### src/rtl/eirq_ctrl.sv
module eirq_ctrl #(
  parameter int N_IRQ = 16,
  parameter int LVL_W = 3,
  parameter int AW    = 3,
  parameter int DW    = 32
) (
  input  logic             clk,
  input  logic             rst_n,
  input  logic             nmi_pin,
  input  logic [N_IRQ-1:0] irq_pin,
  input  logic             reg_wr,
  input  logic             reg_rd,
  input  logic [AW-1:0]    reg_addr,
  input  logic [DW-1:0]    reg_wdata,
  output logic [DW-1:0]    reg_rdata,
  input  logic [LVL_W-1:0] cpu_mask,
  input  logic             nmi_ack,
  output logic             int_req,
  output logic             int_nmi,
  output logic [$clog2(N_IRQ+1)-1:0] int_index,
  output logic [LVL_W-1:0] int_level,
  output logic             wake
);
  localparam int IDX_W = $clog2(N_IRQ+1);
  localparam int HALF  = N_IRQ / 2;

  logic [N_IRQ:0]     s1, s2, s3;
  logic               nmi_rise, nmi_pend, nmi_set;
  logic [1:0]         sense [N_IRQ];
  logic [LVL_W-1:0]   prio  [N_IRQ];
  logic [N_IRQ-1:0]   en, flag, seen, set, clr, flag_nx, pend, fall, rise;
  logic               found, mreq;
  logic [IDX_W-1:0]   best_idx;
  logic [LVL_W-1:0]   best_lvl;
  logic               wr_flag, rd_flag;

  assign fall    = s3[N_IRQ-1:0] & ~s2[N_IRQ-1:0];
  assign rise    = ~s3[N_IRQ-1:0] & s2[N_IRQ-1:0];
  assign nmi_set = nmi_rise ? (~s3[N_IRQ] & s2[N_IRQ]) : (s3[N_IRQ] & ~s2[N_IRQ]);
  assign wr_flag = reg_wr && reg_addr == AW'(5);
  assign rd_flag = reg_rd && reg_addr == AW'(5);
  assign clr     = wr_flag ? (seen & ~reg_wdata[N_IRQ-1:0]) : '0;
  assign flag_nx = (flag & ~clr) | set;
  assign pend    = flag & en;

  always_comb begin
    for (int i = 0; i < N_IRQ; i++) begin
      case (sense[i])
        2'b00:   set[i] = ~s2[i];
        2'b01:   set[i] = fall[i];
        2'b10:   set[i] = rise[i];
        default: set[i] = fall[i] | rise[i];
      endcase
    end
  end

  always_comb begin
    found    = 1'b0;
    best_idx = '0;
    best_lvl = '0;
    for (int i = 0; i < N_IRQ; i++) begin
      if (pend[i] && (!found || prio[i] > best_lvl)) begin
        found    = 1'b1;
        best_idx = IDX_W'(i);
        best_lvl = prio[i];
      end
    end
  end

  assign mreq      = found && (best_lvl > cpu_mask);
  assign int_nmi   = nmi_pend;
  assign int_req   = nmi_pend | mreq;
  assign int_index = nmi_pend ? IDX_W'(N_IRQ) : (mreq ? best_idx : '0);
  assign int_level = nmi_pend ? {LVL_W{1'b1}} : (mreq ? best_lvl : '0);
  assign wake      = nmi_pend | (|pend);

  always_comb begin
    reg_rdata = '0;
    case (reg_addr)
      AW'(0): reg_rdata[0] = nmi_rise;
      AW'(1): for (int i = 0; i < N_IRQ; i++) reg_rdata[2*i +: 2] = sense[i];
      AW'(2): reg_rdata[N_IRQ-1:0] = en;
      AW'(3): for (int i = 0; i < HALF; i++) reg_rdata[4*i +: LVL_W] = prio[i];
      AW'(4): for (int i = HALF; i < N_IRQ; i++) reg_rdata[4*(i-HALF) +: LVL_W] = prio[i];
      AW'(5): reg_rdata[N_IRQ-1:0] = flag;
      AW'(6): reg_rdata[0] = nmi_pend;
      default: reg_rdata = '0;
    endcase
  end

  always_ff @(posedge clk or negedge rst_n) begin
    if (!rst_n) begin
      s1       <= '1;
      s2       <= '1;
      s3       <= '1;
      nmi_rise <= 1'b0;
      nmi_pend <= 1'b0;
      en       <= '0;
      flag     <= '0;
      seen     <= '0;
      for (int i = 0; i < N_IRQ; i++) begin
        sense[i] <= '0;
        prio[i]  <= '0;
      end
    end else begin
      s1       <= {nmi_pin, irq_pin};
      s2       <= s1;
      s3       <= s2;
      nmi_pend <= nmi_set | (nmi_pend & ~nmi_ack);
      flag     <= flag_nx;
      seen     <= rd_flag ? flag : (seen & ~clr);
      if (reg_wr) begin
        case (reg_addr)
          AW'(0): nmi_rise <= reg_wdata[0];
          AW'(1): for (int i = 0; i < N_IRQ; i++) sense[i] <= reg_wdata[2*i +: 2];
          AW'(2): en <= reg_wdata[N_IRQ-1:0];
          AW'(3): for (int i = 0; i < HALF; i++) prio[i] <= reg_wdata[4*i +: LVL_W];
          AW'(4): for (int i = HALF; i < N_IRQ; i++) prio[i] <= reg_wdata[4*(i-HALF) +: LVL_W];
          default: ;
        endcase
      end
    end
  end
endmodule


### config.mk
export PLATFORM = sky130hd
export DESIGN_NAME = eirq_ctrl
export DESIGN_NICKNAME = d
export VERILOG_FILES = /design/src/rtl/eirq_ctrl.sv
export SDC_FILE = /design/constraint.sdc
export NUM_CORES = 1
export LEC_CHECK = 0
export BUFFER_PORTS_ARGS = -buffer_cell sky130_fd_sc_hd__buf_4
export CAP_MARGIN = 10
export CORE_ASPECT_RATIO = 0.9
export CORE_MARGIN = 5
export CORE_UTILIZATION = 54
export CTS_CLUSTER_DIAMETER = 60
export DETAILED_ROUTE_END_ITERATION = 8
export PLACE_DENSITY = 0.77
export SLEW_MARGIN = 20
export SYNTH_ARGS = -nofsm -noshare
export SYNTH_HDL_FRONTEND = slang
export SYNTH_SLANG_ARGS = --single-unit
### constraint.sdc
create_clock -name clk -period 22.2 [get_ports clk]
set_input_delay 2.22 -clock clk [delete_from_list [all_inputs] [get_ports clk]]
set_output_delay 2.22 -clock clk [all_outputs]
set_load 0.05 [all_outputs]
After elaboration in Yosys (flattened, before gate mapping):

Index checks and enable logic that the tools add are counted.

* word-level logic and storage cells: 304
* bits in registers: 181
* bits of input ports: 60
* output and inout bits: 43

* reduce and logical (&&, ||, !) cells: 71
* eq/ne operators: 38
* mux-type cells: 87
* $lt $le $gt $ge: 16
* bitwise gates (word level): 52

Operators by type and width (number)
* $and A16 B16 Y16: 6
* $mux W5: 16
* $not A16 Y16: 4
* $pmux W1 S3: 20
* $mux W3: 18
* $gt A3 B3 Y1: 16
* $pmux W3 S5: 3
* $pmux W3 S3: 4
* $eq A2 B1 Y1 const B: 16
* $eq A2 B2 Y1 const B: 16
* $logic_not A2 Y1: 16
* $mux W16: 2
* $mux W1: 22
* $not A1 Y1: 19
* $or A1 B1 Y1: 19
* $logic_and A1 B1 Y1: 18
* $or A16 B16 Y16: 1
* $reduce_or A16 Y1: 1
* $logic_not A1 Y1: 15
* $logic_or A1 B1 Y1: 15
* $pmux W2 S5: 1
* $reduce_and A2 Y1: 5
* $eq A3 B3 Y1 const B: 3
* $pmux W1 S7: 1
* other kinds (4): 7

Longest topological paths before layout:

* depth in word-level cells: 66
* gate-level depth with buffers: 131
* gate-level depth less buffers: 128

Worst setup path after synthesis:

OpenSTA, ideal clock, no wires.

* path type: reg-to-output
* start: reg flag[0]
* end: out int_level[0]
* required time: 19.980 ns
* path slack: -1.856 ns
* buffers on the path: 3
* arrival: 21.836 ns
* cell stages (with the launch flop): 123
* cells stage by stage: dfrtp_1 > buf_6 > and3_1 > ha_1 > and3_1 > a21oi_1 > a31oi_1 > a22oi_1 > ha_1 > and3_1 > a21oi_1 > o21ba_2 > a221oi_2 > or2_2 > ha_1 > and3b_1 > o21ai_0 > a21oi_1 > (+87 left out) > and3b_1 > and2_4 > a22o_1 > or2_1 > ha_1 > a21o_1 > a21oi_1 > a31oi_1 > nor2_1 > nor2_2 > o31a_1 > ha_1 > inv_1 > a21o_1 > a21oi_1 > a31oi_1 > nand2_1 > o41ai_1

* longest elaborated chain between the ends: 66
* elaborated cells on any way between the ends: 97
* those cells by class: order compare (16); mux (34); bitwise (1); reduce/logical (46)

Ends and longest elaborated chain
* start, declared: line 31 `logic [N_IRQ-1:0] en, flag, seen, set, clr, flag_nx, pend, fall, rise;`
* start signal, assigned: line 110 `flag <= flag_nx;`
* $and A16 B16 Y16 (*): line 44 `assign pend = flag & en;`
* $mux W3 or $mux W1 (tied branches): line 62 `if (pend[i] && (!found || prio[i] > best_lvl)) begin`
* $gt A3 B3 Y1 or $logic_not A1 Y1 (tied branches): line 62
* $logic_or A1 B1 Y1: line 62
* $logic_and A1 B1 Y1: line 62
* $mux W3 or $mux W1 (tied branches): line 62
* $gt A3 B3 Y1 or $logic_not A1 Y1 (tied branches): line 62
* $logic_or A1 B1 Y1: line 62
* (+49 left out)
* $mux W3 or $mux W1 (tied branches): line 62
* $gt A3 B3 Y1 or $logic_not A1 Y1 (tied branches): line 62
* $logic_or A1 B1 Y1: line 62
* $logic_and A1 B1 Y1: line 62
* $mux W3: line 62
* $gt A3 B3 Y1: line 70 `assign mreq = found && (best_lvl > cpu_mask);`
* $logic_and A1 B1 Y1: line 70
* $mux W3 (*) (2 in series): line 74 `assign int_level = nmi_pend ? {LVL_W{1'b1}} : (mreq ? best_lvl : '0);`
* end, declared: line 21 `output logic [LVL_W-1:0] int_level,`

Every way passes the cells marked *; elsewhere a longest branch is shown, timed or not.

Worst setup path after layout:

* start: reg flag[0]
* end: out int_level[1]

Same word-level chain as after synthesis.

==> flow_metrics.env <==
export IMPL_required_ps=19980
export IMPL_violations="negative setup slack"
export IMPL_grt_pass1_wl_um=51300
export IMPL_grt_overflow=0
export IMPL_status="finished, violations left"
export IMPL_cts_made_buffers=17
export IMPL_crit_top_cell="buf_4"
export IMPL_worstMarginPinSlew_ps=1150
export IMPL_clock_skew_ps=9.66
export IMPL_num_io_pins=103
export IMPL_synth_commonest_cells="dfrtp_1 (130), nand2_1 (107), nor2_1 (99)"
export IMPL_die_area_um2=22300
export IMPL_synth_area_top_cells="dfrtp_1 (31%), dfstp_2 (13%), mux2_2 (10%)"
export IMPL_cts_htree_levels=4
export IMPL_dpl_hpwl_um=21400
export IMPL_drive_above_1_share=0.450
export IMPL_slew_headroom=0.232
export IMPL_drv_slew=0
export IMPL_die_h_um=142
export IMPL_ctsRootBufferMaster="clkbuf_16"
export IMPL_clkLatencyLatePin_ps=440
export IMPL_wl_um=34900
export IMPL_final_cells=1516
export IMPL_synth_edf_count=0
export IMPL_fin_crit_ps=24300
export IMPL_rsz0062_at_grt="true"
export IMPL_fin_tns_setup_ps=-16120
export IMPL_grt_max_degree=112
export IMPL_grt_pass1_vias=9589
export IMPL_detail_route_antenna_nets=0
export IMPL_vias_per_cell=6.37
export IMPL_synth_fa_ha_area_frac=0.0858
export IMPL_syn_nets=1182
export IMPL_row_count=48
export IMPL_fin_area_um2=14100
export IMPL_ys_seq_area_frac=0.437
export IMPL_drt_iter0_drc=894
export IMPL_clkTransAtPathRegs_ps=80
export IMPL_die_width_um=157
export IMPL_cap_violations=0
export IMPL_final_period_utilization=1.09
export IMPL_finalSetupViolCount=8
export IMPL_hold_viol_final=0
export IMPL_cts_tree="yes"
export IMPL_ys_warn_count=0
export IMPL_dp_cells=1409
export IMPL_arrival_ps=22080
export IMPL_core_area_um2=19200
export IMPL_vias=9655
export IMPL_dr_pass1_iters=7
export IMPL_post_synth_cell_area_avg_um2=10.0
export IMPL_synth_top_family_by_area="compound AO/OA/AOI/OAI gates"
export IMPL_async_flop_share=1.00
export IMPL_crit_type="register to output port"
export IMPL_whs_ps=355
export IMPL_cts_buffer_depth=2
export IMPL_ys_types=76
export IMPL_initial_core_util=0.548
export IMPL_io_buffers=102
export IMPL_diodes=0
export IMPL_synth_area_um2=10500
export IMPL_synthCells=1050
export IMPL_synth_compound_area_share=0.169
export IMPL_antenna_found_initial=1
export IMPL_synthMuxAreaShare=0.133
export IMPL_start_kind="register"
export IMPL_wl_per_cell_um=23.0
export IMPL_ys_ff_latch=181
export IMPL_cts_sinks=181
export IMPL_syn2layout_area_growth_pct=34.4
export IMPL_end_kind="output port"
export IMPL_critPathMaxFanout=8
export IMPL_synth_most_common_cell="dfrtp_1"
export IMPL_gp_congestion=0.960
export IMPL_synth_simple_area_share=0.137
export IMPL_yosysTopAreaCellShare=0.310
export IMPL_synthFlopType="dfrtp_1"
export IMPL_max_stage_delay_ps=430
export IMPL_track_usage=0.293
export IMPL_hp_class="register to register"
export IMPL_synth_xor_area_share=0
export IMPL_yosysTopAreaCell="dfrtp_1"
export IMPL_dpl_cell_area_um2=12100
export IMPL_fmax_mhz=41.2
export IMPL_cp_slowest_cell="dfrtp_2"
export IMPL_drt_drc_violations_left=0
export IMPL_fin_ws_ps=-2100
export IMPL_nets=1385
[metal layers]
metal | vias up | share of wire | global-route usage
met4 | 2 | 0.047 | 0.100
met2 | 620 | 0.47 | 0.477
li1 | 4173 | - | -
met3 | 160 | 0.10 | 0.0842
met1 | 4700 | 0.38 | 0.379
met5 | - | 0.0010 | 0
[placed cells by master, fill, tap and decap left out, types with 13 or more instances in the layout]
cell type and n:
a21oi_1 56, a21oi_2 14, a221o_1 17, buf_4 203, buf_6 13, clkbuf_16 17, dfrtp_1 129, dfstp_2 51
ha_1 47, ha_4 19, inv_1 60, mux2_2 90, mux2i_1 32, nand2_1 98, nand3_1 15, nor2_1 88
o21ai_0 63
[path summary, 6_finish.rpt]
| check | start | endpoint | slack (ps) | cells after the start |
|---|---|---|---|---|
| max | flag[0] | int_level[1] | -2100 | 122 |
| min | s1[0] | s2[0] | 360 | 0 |
| max reg2reg | s2[10] | flag[10] | 20760 | 4 |
| min reg2reg | s1[0] | s2[0] | 360 | 0 |
| max in group asynchronous | rst_n | sense[2] | 18850 | 2 |
| min in group asynchronous | rst_n | prio[27] | 1900 | 1 |
[sequential cells by signal, summed over array words and instances, names as in the netlist]
register / flops
en: 16
flag: 16
int_nmi: 1
nmi_rise: 1
prio: 48
s1: 17
s2: 17
s3: 17
seen: 16
sense: 32
[area by class of cell]
cell class,count,area [um^2]
Sequential cell,181,4590
Clock inverter,11,145
Clock buffer,21,480
Inverter,67,251
Tap cell,250,313
Timing Repair Buffer,219,1710
Multi-Input combinational cell,767,6610
Fill cell,1215,5050
[through the flow]
step | worst slack [ps] | util
floorplan | -110 | -
global placement | -184 | 0.630
detailed placement | -1010 | 0.630
CTS | -422 | 0.704
global route | -2720 | 0.737
finish | -2100 | 0.737
[logic make-up (layout without fill, tap and decap cells)]
group	count (synthesis)	after routing
adder cells (fa/ha/maj)	72	72
AND/OR/NAND/NOR	303	303
buffers and inverters	102	318
multiplexers	127	127
AO/OA/AOI/OAI	265	265
flip-flops	181	181
[timing repair]
item | 4_1_cts | 5_1_grt
resized for setup | 80 | 80
pin swaps | 103 | 101
setup endpoints to repair | 8 | 8
endpoints found under the hold margin | 0 | 0
setup buffers | 53 | 23
hold buffers | 0 | 0
[critical path: cells and delay by family (launching register included)]
kind | cells | cell delay [ps]
muxes | 2 | 500
buffers and inverters | 16 | 1980
DFF | 1 | 430
AOI/OAI and AO/OA | 60 | 10010
adders and majority gates | 15 | 3840
and+or+nand+nor | 29 | 4780
Power is left out: the tool's default activity adds up to more than one toggle a clock period on the data nets, which glitch-free logic cannot reach.
